--- src/rtl/rob_pkg.sv ---
package rob_pkg;

   typedef enum logic [1:0] {
      ACT_IDLE   = 2'd0,
      ACT_RETIRE = 2'd1,
      ACT_FLUSH  = 2'd2
   } rob_act_e;

   // Slots are numbered 1..depth; 0 is reserved for "no producer".
   function automatic int unsigned rob_wrap_next(input int unsigned cur,
                                                 input int unsigned depth);
      return (cur >= depth) ? 1 : cur + 1;
   endfunction

endpackage

--- src/rtl/rob_ring_ptr.sv ---
module rob_ring_ptr #(
   parameter int DEPTH = 8,
   parameter int TAG_W = 4
) (
   input  logic             clk,
   input  logic             rst_n,
   input  logic             clear,
   input  logic             step,
   output logic [TAG_W-1:0] ptr
);
   localparam logic [TAG_W-1:0] FIRST = TAG_W'(1);

   always_ff @(posedge clk or negedge rst_n) begin
      if (!rst_n)
         ptr <= FIRST;
      else if (clear)
         ptr <= FIRST;
      else if (step)
         ptr <= TAG_W'(rob_pkg::rob_wrap_next(32'(ptr), DEPTH));
   end
endmodule

--- src/rtl/rob_slot_array.sv ---
module rob_slot_array #(
   parameter int DEPTH  = 8,
   parameter int TAG_W  = 4,
   parameter int DATA_W = 32,
   parameter int REG_W  = 5,
   parameter int OPC_W  = 4,
   parameter int ADDR_W = 32
) (
   input  logic              clk,
   input  logic              rst_n,
   input  logic              clear,
   input  logic              wr_alloc,
   input  logic [TAG_W-1:0]  wr_alloc_tag,
   input  logic [OPC_W-1:0]  wr_opc,
   input  logic [REG_W-1:0]  wr_dst,
   input  logic              wr_is_br,
   input  logic              wr_cap,
   input  logic [TAG_W-1:0]  wr_cap_tag,
   input  logic [DATA_W-1:0] wr_value,
   input  logic              wr_mispred,
   input  logic [ADDR_W-1:0] wr_target,
   input  logic              wr_free,
   input  logic [TAG_W-1:0]  rd_tag,
   output logic              rd_busy,
   output logic              rd_ready,
   output logic              rd_is_br,
   output logic              rd_mispred,
   output logic [OPC_W-1:0]  rd_opc,
   output logic [REG_W-1:0]  rd_dst,
   output logic [DATA_W-1:0] rd_value,
   output logic [ADDR_W-1:0] rd_target
);
   logic              busy_a   [DEPTH];
   logic              ready_a  [DEPTH];
   logic              br_a     [DEPTH];
   logic              mis_a    [DEPTH];
   logic [OPC_W-1:0]  opc_a    [DEPTH];
   logic [REG_W-1:0]  dst_a    [DEPTH];
   logic [DATA_W-1:0] val_a    [DEPTH];
   logic [ADDR_W-1:0] tgt_a    [DEPTH];

   for (genvar i = 0; i < DEPTH; i++) begin : g_slot
      localparam logic [TAG_W-1:0] MY_TAG = TAG_W'(i + 1);
      logic              busy_q, ready_q, br_q, mis_q;
      logic [OPC_W-1:0]  opc_q;
      logic [REG_W-1:0]  dst_q;
      logic [DATA_W-1:0] val_q;
      logic [ADDR_W-1:0] tgt_q;
      logic              hit_alloc, hit_cap, hit_free;

      assign hit_alloc = wr_alloc && (wr_alloc_tag == MY_TAG);
      assign hit_cap   = wr_cap   && (wr_cap_tag   == MY_TAG) && busy_q;
      assign hit_free  = wr_free  && (rd_tag       == MY_TAG);

      always_ff @(posedge clk or negedge rst_n) begin
         if (!rst_n) begin
            busy_q  <= 1'b0;
            ready_q <= 1'b0;
            br_q    <= 1'b0;
            mis_q   <= 1'b0;
            opc_q   <= '0;
            dst_q   <= '0;
            val_q   <= '0;
            tgt_q   <= '0;
         end else if (clear) begin
            busy_q  <= 1'b0;
            ready_q <= 1'b0;
            mis_q   <= 1'b0;
         end else if (hit_alloc) begin
            busy_q  <= 1'b1;
            ready_q <= 1'b0;
            br_q    <= wr_is_br;
            mis_q   <= 1'b0;
            opc_q   <= wr_opc;
            dst_q   <= wr_dst;
         end else if (hit_free) begin
            busy_q  <= 1'b0;
            ready_q <= 1'b0;
         end else if (hit_cap) begin
            ready_q <= 1'b1;
            val_q   <= wr_value;
            mis_q   <= wr_mispred;
            tgt_q   <= wr_target;
         end
      end

      assign busy_a[i]  = busy_q;
      assign ready_a[i] = ready_q;
      assign br_a[i]    = br_q;
      assign mis_a[i]   = mis_q;
      assign opc_a[i]   = opc_q;
      assign dst_a[i]   = dst_q;
      assign val_a[i]   = val_q;
      assign tgt_a[i]   = tgt_q;
   end

   always_comb begin
      rd_busy    = 1'b0;
      rd_ready   = 1'b0;
      rd_is_br   = 1'b0;
      rd_mispred = 1'b0;
      rd_opc     = '0;
      rd_dst     = '0;
      rd_value   = '0;
      rd_target  = '0;
      for (int i = 0; i < DEPTH; i++) begin
         if (rd_tag == TAG_W'(i + 1)) begin
            rd_busy    = busy_a[i];
            rd_ready   = ready_a[i];
            rd_is_br   = br_a[i];
            rd_mispred = mis_a[i];
            rd_opc     = opc_a[i];
            rd_dst     = dst_a[i];
            rd_value   = val_a[i];
            rd_target  = tgt_a[i];
         end
      end
   end
endmodule

--- src/rtl/rob_retire_ctl.sv ---
module rob_retire_ctl (
   input  logic head_busy,
   input  logic head_ready,
   input  logic head_is_br,
   input  logic head_mispred,
   output logic retire,
   output logic write_rf,
   output logic flush
);
   import rob_pkg::*;
   rob_act_e act;

   always_comb begin
      act = ACT_IDLE;
      if (head_busy && head_ready)
         act = (head_is_br && head_mispred) ? ACT_FLUSH : ACT_RETIRE;
   end

   assign retire   = (act == ACT_RETIRE);
   assign flush    = (act == ACT_FLUSH);
   assign write_rf = retire && !head_is_br;
endmodule

--- src/rtl/rob_core.sv ---
module rob_core #(
   parameter int DEPTH  = 8,
   parameter int DATA_W = 32,
   parameter int REG_W  = 5,
   parameter int OPC_W  = 4,
   parameter int ADDR_W = 32,
   parameter int TAG_W  = $clog2(DEPTH + 1)
) (
   input  logic              clk,
   input  logic              rst_n,
   input  logic              alloc_valid,
   input  logic [OPC_W-1:0]  alloc_opc,
   input  logic [REG_W-1:0]  alloc_dst,
   input  logic              alloc_is_br,
   output logic              alloc_ready,
   output logic [TAG_W-1:0]  alloc_tag,
   input  logic              cap_valid,
   input  logic [TAG_W-1:0]  cap_tag,
   input  logic [DATA_W-1:0] cap_value,
   input  logic              cap_mispred,
   input  logic [ADDR_W-1:0] cap_target,
   output logic              commit_valid,
   output logic              commit_wr,
   output logic [OPC_W-1:0]  commit_opc,
   output logic [REG_W-1:0]  commit_dst,
   output logic [DATA_W-1:0] commit_value,
   output logic              flush_valid,
   output logic [ADDR_W-1:0] flush_target
);
   localparam int CNT_W = $clog2(DEPTH + 1);

   if (DEPTH < 2) begin : g_bad_depth
      $error("rob_core: DEPTH must be at least 2");
   end
   if (TAG_W < $clog2(DEPTH + 1)) begin : g_bad_tag
      $error("rob_core: TAG_W too narrow for tags 1..DEPTH");
   end
   if (DATA_W < 1 || REG_W < 1 || OPC_W < 1 || ADDR_W < 1) begin : g_bad_width
      $error("rob_core: field widths must be positive");
   end

   logic [TAG_W-1:0] head_tag;
   logic [CNT_W-1:0] count;
   logic             alloc_fire, retire, write_rf, flush;
   logic             h_busy, h_ready, h_br, h_mis;

   assign alloc_ready = (count != CNT_W'(DEPTH));
   assign alloc_fire  = alloc_valid && alloc_ready && !flush;

   rob_ring_ptr #(.DEPTH(DEPTH), .TAG_W(TAG_W)) tail_i (
      .clk(clk), .rst_n(rst_n), .clear(flush), .step(alloc_fire), .ptr(alloc_tag)
   );

   rob_ring_ptr #(.DEPTH(DEPTH), .TAG_W(TAG_W)) head_i (
      .clk(clk), .rst_n(rst_n), .clear(flush), .step(retire), .ptr(head_tag)
   );

   rob_slot_array #(
      .DEPTH(DEPTH), .TAG_W(TAG_W), .DATA_W(DATA_W),
      .REG_W(REG_W), .OPC_W(OPC_W), .ADDR_W(ADDR_W)
   ) slots_i (
      .clk          (clk),
      .rst_n        (rst_n),
      .clear        (flush),
      .wr_alloc     (alloc_fire),
      .wr_alloc_tag (alloc_tag),
      .wr_opc       (alloc_opc),
      .wr_dst       (alloc_dst),
      .wr_is_br     (alloc_is_br),
      .wr_cap       (cap_valid),
      .wr_cap_tag   (cap_tag),
      .wr_value     (cap_value),
      .wr_mispred   (cap_mispred),
      .wr_target    (cap_target),
      .wr_free      (retire),
      .rd_tag       (head_tag),
      .rd_busy      (h_busy),
      .rd_ready     (h_ready),
      .rd_is_br     (h_br),
      .rd_mispred   (h_mis),
      .rd_opc       (commit_opc),
      .rd_dst       (commit_dst),
      .rd_value     (commit_value),
      .rd_target    (flush_target)
   );

   rob_retire_ctl ctl_i (
      .head_busy(h_busy), .head_ready(h_ready), .head_is_br(h_br),
      .head_mispred(h_mis), .retire(retire), .write_rf(write_rf), .flush(flush)
   );

   always_ff @(posedge clk or negedge rst_n) begin
      if (!rst_n)
         count <= '0;
      else if (flush)
         count <= '0;
      else
         count <= count + CNT_W'(alloc_fire) - CNT_W'(retire);
   end

   assign commit_valid = retire;
   assign commit_wr    = write_rf;
   assign flush_valid  = flush;
endmodule

--- config.mk ---
export PLATFORM = sky130hd
export DESIGN_NAME = rob_core
export DESIGN_NICKNAME = d
export VERILOG_FILES = /design/src/rtl/rob_pkg.sv /design/src/rtl/rob_ring_ptr.sv /design/src/rtl/rob_slot_array.sv /design/src/rtl/rob_retire_ctl.sv /design/src/rtl/rob_core.sv
export SDC_FILE = /design/constraint.sdc
export NUM_CORES = 1
export LEC_CHECK = 0
export BUFFER_PORTS_ARGS = -buffer_cell sky130_fd_sc_hd__buf_2
export CAP_MARGIN = 0
export CORE_MARGIN = 5
export CORE_UTILIZATION = 55
export DETAILED_ROUTE_END_ITERATION = 10
export GPL_TIMING_DRIVEN = 0
export MAX_ROUTING_LAYER = met4
export PLACE_DENSITY = 0.73
export SLEW_MARGIN = 30
export SYNTH_ARGS = -nofsm -noshare
export SYNTH_HDL_FRONTEND = slang
export SYNTH_HIERARCHICAL = 1
export SYNTH_SLANG_ARGS = --single-unit
export TNS_END_PERCENT = 100
--- constraint.sdc ---
create_clock -name clk -period 8.12 [get_ports clk]
set_input_delay 0 -clock clk [delete_from_list [all_inputs] [get_ports clk]]
set_output_delay 0 -clock clk [all_outputs]
set_load 0.02 [all_outputs]
After elaboration in Yosys (flattened, before gate mapping)
Index checks and enable logic that the tools add are counted.

word-level totals
  register bits = 628
  input port bits = 83
  output and inout port bits = 81
  logic and storage cells = 375

operators by class
  add/sub/neg operators = 4
  magnitude comparators = 2
  equal/unequal tests = 35
  muxes and demuxes = 161
  bitwise operators = 17
  reductions and logical operators = 89

operator list
  cell                   count
  $mux W32               16
  $mux W1                120
  $mux W4                15
  $eq A4 B3 Y1 const B   12
  $reduce_bool A3 Y1     16
  $mux W5                8
  $logic_and A1 B1 Y1    37
  $reduce_and A2 Y1      16
  $reduce_and A4 Y1      8
  $reduce_bool A4 Y1     8
  $eq A4 B2 Y1 const B   6
  $ne A3 B2 Y1 const B   8
  $not A1 Y1             17
  $eq A4 B1 Y1 const B   3
  $eq A4 B4 Y1 const B   3
  $add A4 B1 Y4 const B  2
  $ge A4 B4 Y1 const B   2
  $add A4 B1 Y4          1
  $mux W2                2
  $ne A4 B4 Y1 const B   1
  $reduce_bool A2 Y1     2
  $sub A4 B1 Y4          1
  $eq A2 B1 Y1 const B   1
  $eq A2 B2 Y1 const B   1
  $logic_not A1 Y1       2

Longest topological paths before layout
Gate-level depths: netlist of run 1.

  word-level depth = 18
  gate-level depth with buffers = 17
  mapped depth without buffers = 13

By module
The synthesis of run 1 kept the hierarchy.

modules (own cells, without submodules)
  module          instances  cells an instance  area each (µm²)  sequential area each (µm²)
  rob_slot_array  1          2335               29026.6          15414.8
  rob_ring_ptr    2          21                 229.0            101.3
  rob_core        1          27                 284.0            100.1
  rob_retire_ctl  1          5                  20.0             0.0

Worst setup path before layout of run 1
OpenSTA, ideal clock, no wires.

  path kind = reg-to-reg
  start = reg head_i.ptr[0]
  end = reg slots_i.g_slot[6].val_q[11]
  setup time = 0.127 ns
  arrival = 4.420 ns
  required time = 7.993 ns
  path slack = 3.572 ns
  cell stages (with the launch flop) = 17
  path buffers = 5
  clock period less this slack = 4.548 ns
  path through = dfstp_2 -> buf_2 -> clkbuf_1 -> clkbuf_1 -> nand2_1 -> o2bb2ai_1 -> a21oi_1 -> a221o_1 -> nand2_1 -> nor2_1 -> and3b_1 -> and3b_1 -> buf_2 -> a221oi_4 -> nand2_4 -> buf_6 -> mux2_1

on the way
  word-level cells in the longest chain between the ends = 18
  elaborated cells between the ends (all ways) = 54
  those cells by class = eq/ne: 10; mux: 34; bitwise: 3; reduce/logical: 7

ends and longest elaborated chain
  item                             RTL line               source
  start: declaration               rob_ring_ptr.sv:9      output logic [TAG_W-1:0] ptr
  start signal: assignment         rob_ring_ptr.sv:19     ptr <= TAG_W'(rob_pkg::rob_wrap_next(32'(ptr), DEPTH));
  $eq A4 B1 Y1                     rob_slot_array.sv:107  if (rd_tag == TAG_W'(i + 1)) begin
  $mux W1 (7 in series)            rob_slot_array.sv:107
  $mux W1 (*)                      rob_slot_array.sv:107
  via h_br                         rob_core.sv:45         logic h_busy, h_ready, h_br, h_mis;
  $logic_and A1 B1 Y1 (*)          rob_retire_ctl.sv:16   act = (head_is_br && head_mispred) ? ACT_FLUSH : ACT_RETIRE;
  $mux W2 (*)                      rob_retire_ctl.sv:16
  $mux W2 (*)                      rob_retire_ctl.sv:15   if (head_busy && head_ready)
  $eq A2 B2 Y1 (*)                 rob_retire_ctl.sv:20   assign flush = (act == ACT_FLUSH);
  via flush_valid                  rob_core.sv:27         output logic flush_valid,
  $logic_not A1 Y1 (*)             rob_core.sv:48         assign alloc_fire = alloc_valid && alloc_ready && !flush;
  $logic_and A1 B1 Y1 (*)          rob_core.sv:48
  via alloc_fire                   rob_core.sv:44         logic alloc_fire, retire, write_rf, flush;
  $logic_and A1 B1 Y1 (*)          rob_slot_array.sv:51   assign hit_alloc = wr_alloc && (wr_alloc_tag == MY_TAG);
  $not A1 Y1 (no line) (*)         n/a
  $reduce_and A4 Y1 (no line) (*)  n/a
  end signal: assignment           rob_slot_array.sv:81   val_q <= wr_value;
  end: declaration                 rob_slot_array.sv:47   logic [DATA_W-1:0] val_q;

The timed path passes the listed nets; every way through them passes the cells marked *.
A chain may end at the register's enable or synchronous reset.

Worst setup path after layout of run 1
  start = reg head_i.ptr[1]
  end = reg slots_i.g_slot[2].val_q[26]

on the way
  word-level cells in the longest chain between the ends = 18
  elaborated cells between the ends (all ways) = 54
  those cells by class = eq/ne: 10; mux: 34; bitwise: 3; reduce/logical: 7

ends and longest elaborated chain
  item                             RTL line
  $eq A4 B1 Y1                     rob_slot_array.sv:107
  $mux W1 (7 in series)            rob_slot_array.sv:107
  $mux W1 (*)                      rob_slot_array.sv:107
  via h_mis                        rob_core.sv:45
  $logic_and A1 B1 Y1 (*)          rob_retire_ctl.sv:16
  $mux W2 (*)                      rob_retire_ctl.sv:16
  $mux W2 (*)                      rob_retire_ctl.sv:15
  $eq A2 B2 Y1 (*)                 rob_retire_ctl.sv:20
  $logic_not A1 Y1 (*)             rob_core.sv:48
  $logic_and A1 B1 Y1 (*)          rob_core.sv:48
  via alloc_fire                   rob_core.sv:44
  $logic_and A1 B1 Y1 (*)          rob_slot_array.sv:51
  $not A1 Y1 (no line) (*)         n/a
  $reduce_and A4 Y1 (no line) (*)  n/a
  end signal: assignment           rob_slot_array.sv:81
  end: declaration                 rob_slot_array.sv:47

Marks and branches as above.

==> impl_metrics.yaml, run 1 <==
critical_path:
  required_ns: 8.60
  reg2reg_depth: 16
  reg2reg_slack_ns: 2.02
  r2r_end: "slots_i/g_slot[2].val_q[26]"
  worst_setup_path_start_kind: "flop"
  cp-end-kind: "flop"
  path_class: "flop to flop"
  worstReg2RegStart: "head_i/ptr[1]"
  arrival_ns: 6.58
  cp_max_fo: 21
min_path:
  hold_depth: 3
  worstHoldEndpoint: "slots_i/g_slot[3].tgt_q[12]"
  hp-class: "primary input to flop"
  worstHoldStart: "cap_target[12]"
sta:
  fin_crit_ns: 6.099
  finClkSkew_ns: 0.03044
  clock.fmax_mhz: 163.9
  finalCritPeriodShare_pct: 75.12
  worstMarginPinSlew_ns: 1.006
  setup_violations: 0
  fin_setup_tns_ns: 0
  fin_ws_ns: 2.021
  hold_viol_final: 0
  rsz0062_at_grt: "false"
  slew_viol_final: 0
  max_slew_margin_pct: 32.90
synthesis:
  async_reset_ff_share_pct: 100.0
  synth_area_sq_um: 29790
  seq_area_frac_synth_pct: 52.76
  synth.most_common_cell: "dfrtp_1"
  synth_top_area_cell: "dfrtp_1"
  synth_area_per_cell_sq_um: 12.37
  synth_edf_count: 0
  synth_warnings: 6
  yosysTopAreaCellShare_pct: 52.59
  postSynthNetCount: 2502
  synthDistinctLibCells: 59
  ys.flop_type: "dfrtp_1"
  ys_top_cells_by_area: "dfrtp_1 53%, mux2_2 20%, a21oi_1 3.6%, mux2_1 2.5%, a221o_1 1.9%"
  synth_common_cells: "626 x dfrtp_1, 526 x mux2_2, 214 x a21oi_1"
  synthCells: 2409
  ys_ff_latch: 628
place:
  dp_worst_setup_slack_ns: 2.236
  hpwlAfterDp_um: 58720
  io_buffers: 162
  routabilityCongestion: 0.8897
final_layout:
  num-nets-final: 2827
  seqCellArea_sq_um: 15720
  drive_above_1_share_pct: 32.83
  multi_input_area_sq_um: 13010
  final_util_pct: 64.77
  nFillCells: 3951
  area_growth_pct: 16.78
detailed_routing:
  wl_um: 88080
  ant_nets: 0
  via_per_inst: 6.351
  drc_errors: 0
  drt_iter0_drc: 2227
  via_count: 22150
  wl_per_cell_um: 25.25
  first_pass_iters: 5
clock_network:
  cts_buffer_depth: 3
  path_clk_slew_ns: 0.06
  cts-root-buf: "clkbuf_16"
  cts_tree: "built"
  numCtsBuffers: 69
  ctsHtreeMaxLevel: 3
  postCtsSetupRepairBufs: 0
  cts_sinks: 628
  clock_latency_ns: 0.61
global_route:
  grt_usage_pct: 30.21
  grt_max_degree: 90
  grt_pass1_vias: 23070
  gr-total-overflow: 0
  antenna_found_initial: 8
  grt_first_pass_wirelength_um: 136800
pwr:
  power.density_nw_per_um2: 288.6
  irDropWorstVdd_v: 0.0002411
  leakagePower_nw: 15.68
floorplanning:
  dieArea_sq_um: 58920
  dieHeight_um: 242.7
  core_sq_um: 53710
  fp.dieW_um: 242.7
  floorplan.initialDensity_pct: 55.46
  rows: 85
  ioPinCount: 164
run:
  drv_cap: 0
status:
  outcome: "finished, final reports clean"
==> through the flow <==
step / instance area, sq um / cells / hold WS (ns) / power, mW
3_5_place_dp: 31680 / 3274 / -0.06702 / 6.924
2_1_floorplan: 29790 / 2409 / -0.2956 / 6.330
3_3_place_gp: 31470 / 3267 / 0.3106 / 6.709
4_1_cts: 34760 / 3480 / 0.2322 / 10.06
6_report: 34790 / 3488 / 0.2626 / 10.04
5_1_grt: 34780 / 3487 / 0.2658 / 10.53
==> power by group <==
group	switching, mW	leakage, nW	internal [mW]
combinational	0.765	6.37	1.18
sequential	0.672	8.22	4.34
clock	1.25	1.10	1.83
total	2.69	15.7	7.35
==> critical path: stages (launching register included) <==
cell and delay (ns):
dfrtp_1 0.43, buf_2 0.25, buf_2 0.26, clkbuf_1 0.72, clkbuf_1 0.63, a21oi_1 0.08
nor3_1 0.15, o21ai_0 0.10, a31oi_1 0.47, nand2_1 0.12, nor2_2 0.65, and3b_1 0.36
nor3b_1 0.27, a221oi_2 0.41, nand2_2 0.35, buf_2 0.35, mux2_1 0.35
==> cell type report <==
cell class / instances / share of cell area (%)
Buffer: 194 / 2.953
Antenna cell: 8 / 0.05755
Clock inverter: 13 / 0.3956
Tap cell: 696 / 2.503
Timing Repair Buffer: 254 / 5.388
Clock buffer: 108 / 5.999
Inverter: 12 / 0.1295
Sequential cell: 628 / 45.18
Multi-Input combinational cell: 1575 / 37.39
==> registers in the layout, indices dropped and copies added, names as in the netlist <==
name and count:
count 4, head_i/ptr 4, slots_i/g_slot.br_q 8, slots_i/g_slot.busy_q 8, slots_i/g_slot.dst_q 40, slots_i/g_slot.mis_q 8
slots_i/g_slot.opc_q 32, slots_i/g_slot.ready_q 8, slots_i/g_slot.tgt_q 256, slots_i/g_slot.val_q 256, tail_i/ptr 4
==> layout by cell type, fill, tap and decap left out, types with 7 or more instances in the layout <==
master | netlist | layout
diode_2 | 0 | 8
a21oi_1 | 214 | 213
buf_16 | 0 | 7
o21a_1 | 8 | 8
clkinv_2 | 0 | 7
mux2i_1 | 32 | 32
nor2b_1 | 17 | 17
dlygate4sd3_1 | 0 | 84
clkbuf_8 | 0 | 15
o2bb2ai_1 | 56 | 56
dfrtp_1 | 626 | 626
buf_2 | 33 | 194
nand2_1 | 86 | 86
nor2_1 | 88 | 87
buf_1 | 15 | 15
nand3b_1 | 8 | 8
inv_1 | 12 | 12
clkbuf_16 | 0 | 72
buf_6 | 31 | 31
or3b_2 | 18 | 18
ha_1 | 9 | 9
nor3_1 | 24 | 24
a31oi_1 | 21 | 21
clkbuf_1 | 109 | 128
a221o_1 | 56 | 56
o21ai_0 | 77 | 77
o221ai_1 | 56 | 56
mux2_1 | 67 | 67
o22ai_1 | 76 | 76
mux2_2 | 526 | 526
nand2b_1 | 69 | 69
==> timing repair <==
item                                    4_1_cts  5_1_grt
gates resized for setup                       0        0
hold buffers                                 85        0
endpoints found under the setup margin        0        0
endpoints found under the hold margin       904        0
==> how the worst max path moves through the flow <==
stage                             endpoint  slack (ns)          start
2_1_floorplan  slots_i/g_slot[6].val_q[11]        3.57  head_i/ptr[0]
3_3_place_gp    slots_i/g_slot[7].opc_q[3]       -5.50          rst_n
3_5_place_dp   slots_i/g_slot[2].val_q[26]        2.24  head_i/ptr[1]
4_1_cts        slots_i/g_slot[2].val_q[26]        2.23  head_i/ptr[1]
5_1_grt        slots_i/g_slot[2].val_q[15]        1.84  head_i/ptr[1]
6_report       slots_i/g_slot[2].val_q[26]        2.02  head_i/ptr[1]
==> per-layer routing <==
layer  wire, um  GRT usage [%]
met5          0              -
met4       3178          11.30
met3       5690          5.127
met2      42680          48.20
met1      36530          39.32
==> cells by family after synthesis <==
group,after synthesis,share of synthesized area [%]
flip-flops,628,52.76
multiplexers,625,23.49
AO/OA/AOI/OAI,598,13.57
adder cells (fa/ha/maj),10,0.4452
buffers and inverters,206,3.591
XOR/XNOR,1,0.02941
AND/OR/NAND/NOR,341,6.111
(Power assumes the default switching activity.)
==> inputs of run 2 (changes only) <==
--- a/config.mk
+++ b/config.mk
@@ -12,7 +12,7 @@
 export DETAILED_ROUTE_END_ITERATION = 10
 export GPL_TIMING_DRIVEN = 0
 export MAX_ROUTING_LAYER = met4
-export PLACE_DENSITY = 0.73
+export PLACE_DENSITY = 0.76
 export SLEW_MARGIN = 30
 export SYNTH_ARGS = -nofsm -noshare
 export SYNTH_HDL_FRONTEND = slang
==> constraint.sdc (replaced) <==
create_clock -name clk -period 4.9 [get_ports clk]
set_input_delay 0 -clock clk [delete_from_list [all_inputs] [get_ports clk]]
set_output_delay 0 -clock clk [all_outputs]
set_load 0.02 [all_outputs]
==> run 2 against run 1 <==
Against the previous run: the flow now finishes with violations (hold timing); maximum frequency rose by 26%; worst hold slack worse by 0.27 ns; count of clock-buffer cells in the layout fell by 1; cell area up 0.37%; via count rose by 1.2%; combinational power rose by 67%; register-to-register slack worse by 2.0 ns; utilization up 0.24 points; sequential share of layout area is 0.17 points lower; clock skew shrank 0.0051 ns; routed wire length increased by 0.82%; critical path depth fell by 1; critical endpoint is now slots_i/g_slot[2].val_q[18]; largest cell class unchanged.
==> impl_metrics.yaml, run 2 (synthesis results as in run 1) <==
sta:
  finalCritPeriodShare_pct: 98.79
  slew_viol_final: 0
  clock.fmax_mhz: 206.6
  finClkSkew_ns: 0.02536
  fin_setup_tns_ns: 0
  max_slew_margin_pct: 39.38
  hold_viol_final: 1
  hold_slack_ns: -0.003286
  setup_violations: 0
  worstMarginPinSlew_ns: 0.9092
  rsz0062_at_grt: "false"
  fin_crit_ns: 4.841
clock_network:
  cts-root-buf: "clkbuf_16"
  ctsHtreeMaxLevel: 3
  cts_sinks: 628
  clock_latency_ns: 0.60
  path_clk_slew_ns: 0.06
  cts_tree: "built"
  numCtsBuffers: 68
  cts_buffer_depth: 3
place:
  place_inst: 3275
  hpwlAfterDp_um: 59030
  routabilityCongestion: 0.8855
  io_buffers: 162
  dpl-instance-area_sq_um: 31710
floorplanning:
  ioPinCount: 164
  fp.dieW_um: 242.7
  rows: 85
  dieHeight_um: 242.7
  floorplan.initialDensity_pct: 55.46
  core_sq_um: 53710
  dieArea_sq_um: 58920
detailed_routing:
  drc_errors: 0
  wl_per_cell_um: 25.47
  drt_iter0_drc: 2054
  wl_um: 88800
  first_pass_iters: 5
  via_count: 22430
  via_per_inst: 6.432
  ant_nets: 0
global_route:
  antenna_found_initial: 7
  grt_usage_pct: 30.38
  grt_first_pass_wirelength_um: 137600
  grt_max_degree: 94
  grt_pass1_vias: 23420
  gr-total-overflow: 0
final_layout:
  final_cell_mix: "626 x dfrtp_1, 526 x mux2_2, 213 x a21oi_1, 185 x buf_2, 114 x clkbuf_1"
  final_common_cell: "dfrtp_1"
  drive_above_1_share_pct: 33.64
  num-nets-final: 2831
  fin_area_sq_um: 34920
  area_growth_pct: 17.21
  reg_top3: "slots_i/g_slot.tgt_q: 256 flops, slots_i/g_slot.val_q: 256 flops, slots_i/g_slot.dst_q: 40 flops"
  stdcell_count: 3487
status:
  outcome: "complete, but fails checks"
  failed_checks: "hold timing"
pwr:
  clkPwrFrac_pct: 30.2
  irDropWorstVdd_v: 0.0002604
  p_int_mw: 12.15
  pwr-share-comb_pct: 19.6
  swShare_pct: 26.78
  power.density_nw_per_um2: 475.4
  leakagePower_nw: 15.75
  power.switching_mw: 4.445
  seqPwrFrac_pct: 50.2
critical_path:
  arrival_ns: 5.32
  cp_max_fo: 13
  cpPeakStageDelay_ns: 0.48
  crit_path_top_delay_cell: "nor3b_4"
  crit_family: "buffers and inverters"
  worst_setup_path_start_kind: "flop"
  worstPathCellList: "buf_2, buf_2, buf_4, clkbuf_4, buf_2, o21ai_0, o21ai_0, a31oi_2, buf_4, a21oi_4, nor3b_4, a221oi_2, nand2_4, buf_2, mux2_2"
  path_class: "flop to flop"
  crit_top_cell: "buf_2"
  cp-end-kind: "flop"
  required_ns: 5.38
  timing.critical_path.buf_inv: 7
min_path:
  hp-class: "primary input to flop"
run:
  drv_cap: 0
==> run 2: final timing paths <==
path / start / endpoint / slack, ns / depth (start not counted)
min in group asynchronous: rst_n / slots_i/g_slot[7].tgt_q[28] / 0.02 / 3
max reg2reg: head_i/ptr[1] / slots_i/g_slot[2].val_q[18] / 0.06 / 15
max: head_i/ptr[1] / slots_i/g_slot[2].val_q[18] / 0.06 / 15
min: alloc_valid / tail_i/ptr[1] / -0.003 / 4
max in group asynchronous: rst_n / tail_i/ptr[0] / 3.34 / 6
min reg2reg: slots_i/g_slot[6].tgt_q[11] / slots_i/g_slot[6].tgt_q[11] / 0.49 / 1
==> run 2: worst reg2reg max path, stage by stage, from the launching register on <==
cell and delay [ns]:
dfrtp_1 0.45, buf_2 0.26, buf_2 0.28, buf_4 0.34, clkbuf_4 0.33, buf_2 0.31, o21ai_0 0.15, o21ai_0 0.15
a31oi_2 0.18, buf_4 0.24, a21oi_4 0.35, nor3b_4 0.49, a221oi_2 0.19, nand2_4 0.27, buf_2 0.35, mux2_2 0.39
==> run 2: per-layer routing <==
metal  vias to the layer above  GRT usage (%)  routed length [um]
met3                       250          5.402                6411
met5                         -              -                   0
met1                     11520          38.93               35580
met2                      1035          48.02               42950
li1                       9625              -                   -
met4                         0          13.30                3864
==> run 2: through the flow <==
step / utilization [%] / hold WS (ns) / power (mW) / setup slack (ns)
after floorplan: - / -0.2956 / 10.49 / 0.3524
after global placement: 58.60 / 0.3127 / 11.11 / -8.576
after detailed placement: 59.03 / -0.02770 / 11.49 / -1.026
after CTS: 64.87 / 0.003369 / 16.61 / 0.04796
after global routing: 65.00 / 0.03583 / 17.40 / 0.02194
final: 65.01 / -0.003286 / 16.60 / 0.05935
==> run 2: power groups by stage <==
stage / Clock (mW) / Sequential (mW) / Combinational, mW
3_5_place_dp: 0 / 8.34 / 3.15
6_report: 5.02 / 8.33 / 3.26
5_1_grt: 5.30 / 8.50 / 3.59
2_1_floorplan: 0 / 7.99 / 2.50
3_3_place_gp: 0 / 8.18 / 2.93
4_1_cts: 5.09 / 8.26 / 3.25
==> run 2: final cells by class <==
| type | instances | area (sq um) |
|---|---|---|
| fillers | 3876 | 18790 |
| flip-flops and latches | 628 | 15720 |
| multi-input cells | 1576 | 13080 |
| clock buffers | 107 | 2031 |
| repair buffers | 260 | 1942 |
| plain buffers | 192 | 1082 |
| well taps | 696 | 870.8 |
| clock inverters | 7 | 125.1 |
| inverters | 12 | 45.04 |
| diodes | 9 | 22.52 |
==> run 2: timing repair <==
item                       CTS  global route
cloned                       1             0
hold buffers                83             0
setup endpoints to repair  618           550
gates resized for setup     35            18
setup buffers                4             3
pin swaps                    2             2
hold endpoints to repair   838             0
==> inputs of run 3 (changes only) <==
--- a/config.mk
+++ b/config.mk
@@ -8,11 +8,11 @@
 export BUFFER_PORTS_ARGS = -buffer_cell sky130_fd_sc_hd__buf_2
 export CAP_MARGIN = 0
 export CORE_MARGIN = 5
-export CORE_UTILIZATION = 55
+export CORE_UTILIZATION = 25
 export DETAILED_ROUTE_END_ITERATION = 10
 export GPL_TIMING_DRIVEN = 0
 export MAX_ROUTING_LAYER = met4
-export PLACE_DENSITY = 0.76
+export PLACE_DENSITY = 0.41
 export SLEW_MARGIN = 30
 export SYNTH_ARGS = -nofsm -noshare
 export SYNTH_HDL_FRONTEND = slang
==> constraint.sdc (replaced) <==
create_clock -name clk -period 4.9 [get_ports clk]
set_input_delay 0 -clock clk [delete_from_list [all_inputs] [get_ports clk]]
set_output_delay 0 -clock clk [all_outputs]
set_load 0.05 [all_outputs]
==> run 3 against run 2 <==
Against the previous run: the run now ends clean; maximum frequency grew 2.3%; worst hold slack gained 0.25 ns; clock skew grew 0.0013 ns; utilization shrank 34 points; non-clock buffer count grew 4; sequential share of layout area shrank 1.9 points; global-route usage shrank 13 points; count of clock-buffer cells in the layout grew 13; critical path type unchanged.
==> impl_metrics.yaml, run 3 (synthesis results as in run 1) <==
floorplanning:
  ioPinCount: 164
  dieHeight_um: 355.2
  fp.dieW_um: 355.2
  dieArea_sq_um: 126200
  core_sq_um: 118200
  rows: 126
  floorplan.initialDensity_pct: 25.19
sta:
  slew_viol_final: 0
  clock.fmax_mhz: 211.3
  max_slew_margin_pct: 30.33
  fin_ws_ns: 0.1681
  rsz0062_at_grt: "false"
  hold_slack_ns: 0.2461
  finalCritPeriodShare_pct: 96.57
  finClkSkew_ns: 0.02668
  fin_setup_tns_ns: 0
  fin_crit_ns: 4.732
  hold_viol_final: 0
  setup_violations: 0
  worstMarginPinSlew_ns: 1.029
final_layout:
  area_growth_pct: 22.50
  reg_top3: "slots_i/g_slot.tgt_q: 256 flops, slots_i/g_slot.val_q: 256 flops, slots_i/g_slot.dst_q: 40 flops"
  final_util_pct: 30.86
  drive_above_1_share_pct: 34.45
  stdcell_count: 4359
  final_common_cell: "dfrtp_1"
  final_cell_mix: "626 x dfrtp_1, 526 x mux2_2, 213 x a21oi_1, 174 x buf_2, 107 x clkbuf_1"
  num-nets-final: 2845
clock_network:
  ctsHtreeMaxLevel: 3
  cts_tree: "built"
  numCtsBuffers: 78
  clock_latency_ns: 0.63
  path_clk_slew_ns: 0.06
  cts-root-buf: "clkbuf_16"
  cts_buffer_depth: 3
  cts_sinks: 628
min_path:
  worstHoldStart: "cap_value[26]"
  worstHoldEndpoint: "slots_i/g_slot[6].val_q[26]"
  hold_depth: 3
  hp-class: "primary input to flop"
critical_path:
  reg2reg_slack_ns: 0.17
  worstReg2RegStart: "head_i/ptr[0]"
  cp-end-kind: "flop"
  cp_max_fo: 11
  arrival_ns: 5.22
  r2r_end: "slots_i/g_slot[3].val_q[2]"
  path_class: "flop to flop"
  timing.critical_path.buf_inv: 4
  worst_setup_path_start_kind: "flop"
  worstPathCellList: "clkbuf_4, nand2_1, clkbuf_4, o221ai_1, o22ai_1, a221o_1, nand2_1, nor2_4, and3b_2, and3b_1, buf_2, a21oi_1, nand2_4, buf_6, mux2_2"
  required_ns: 5.39
  critPathLaunch: "head_i/ptr[0]"
  crit_family: "simple AND/OR/NAND/NOR gates"
  reg2reg_depth: 15
  cpPeakStageDelay_ns: 0.65
  crit_path_top_delay_cell: "dfstp_2"
detailed_routing:
  drt_iter0_drc: 1357
  drc_errors: 0
  ant_nets: 0
  via_per_inst: 5.039
  wl_per_cell_um: 24.90
  wl_um: 108500
  first_pass_iters: 5
  via_count: 21960
place:
  dp_worst_setup_slack_ns: -1.272
  routabilityCongestion: 0.7977
  place_inst: 4115
  hpwlAfterDp_um: 74310
  io_buffers: 162
pwr:
  irDropWorstVdd_v: 0.0002615
  leakagePower_nw: 16.00
  power.density_nw_per_um2: 472.1
run:
  drv_cap: 0
global_route:
  gr-total-overflow: 0
  antenna_found_initial: 16
  grt_pass1_vias: 23650
  grt_max_degree: 89
  grt_usage_pct: 17.52
  grt_first_pass_wirelength_um: 161100
status:
  outcome: "finished, final reports clean"
-- run 3: cell count changes in the layout (fill, tap and decap cells not counted), moves of 4 or more --
cell	previous run	this run
clkbuf_16	70	81
clkinv_2	2	10
clkbuf_8	14	19
diode_2	9	13
dlygate4sd3_1	82	86
buf_4	19	27
clkbuf_1	114	107
buf_2	185	174
-- run 3: what timing repair did --
item                                    in CTS  in global routing
gates resized for setup                     58                 18
setup buffers                                6                  1
hold buffers                                87                  0
gates cloned                                 1                  0
pin swaps                                    3                  4
endpoints found under the setup margin     620                552
hold endpoints to repair                   715                  0
-- run 3: metal layers --
layer	routed length (um)	vias to the layer above	part of all wire, %	GRT usage, %
li1	-	9685	-	-
met1	48590	11510	45	22.48
met2	51420	587	47	28.12
met3	4874	182	4.5	3.239
met4	3648	0	3.4	5.687
met5	0	-	0	-
-- run 3: worst reg2reg max path, cell delays in order (launching register included) --
cell and delay, ns:
dfstp_2 0.65, clkbuf_4 0.26, nand2_1 0.30, clkbuf_4 0.38, o221ai_1 0.26, o22ai_1 0.13, a221o_1 0.35, nand2_1 0.29
nor2_4 0.11, and3b_2 0.36, and3b_1 0.20, buf_2 0.25, a21oi_1 0.16, nand2_4 0.28, buf_6 0.26, mux2_2 0.36
-- run 3: worst max path at each step --
| stage | to | slack (ns) | cells past startpoint |
|---|---|---|---|
| 2_1_floorplan | slots_i/g_slot[2].tgt_q[4] | 0.23 | 14 |
| 3_3_place_gp | slots_i/g_slot[5].opc_q[3] | -9.48 | 1 |
| 3_5_place_dp | slots_i/g_slot[2].val_q[27] | -1.27 | 16 |
| 4_1_cts | slots_i/g_slot[2].tgt_q[10] | -0.03 | 16 |
| 5_1_grt | slots_i/g_slot[6].val_q[11] | 0.001 | 17 |
| 6_report | slots_i/g_slot[3].val_q[2] | 0.17 | 15 |
-- run 3: layout make-up --
class / instances / area [sq um]
clock buffer: 120 / 2344
inverter: 12 / 45.04
multi-input combinational: 1576 / 13110
buffer: 191 / 1134
tap: 1536 / 1922
sequential: 628 / 15720
fill: 12040 / 81750
antenna: 13 / 32.53
clock inverter: 18 / 182.7
timing repair buffer: 265 / 2006
-- run 3: power breakdown --
group | switching [mW] | total, mW | internal [mW]
sequential | 1.08 | 8.27 | 7.19
clock | 2.26 | 5.70 | 3.44
combinational | 1.29 | 3.26 | 1.97
total | 4.63 | 17.2 | 12.6
-- run 3: per-stage QoR --
stage | cell area [sq um] | total power, mW
final | 36490 | 17.23
after global routing | 36490 | 18.22
after CTS | 36400 | 17.42
after detailed placement | 32760 | 11.53
after global placement | 32520 | 11.25
after floorplan | 29790 | 10.53
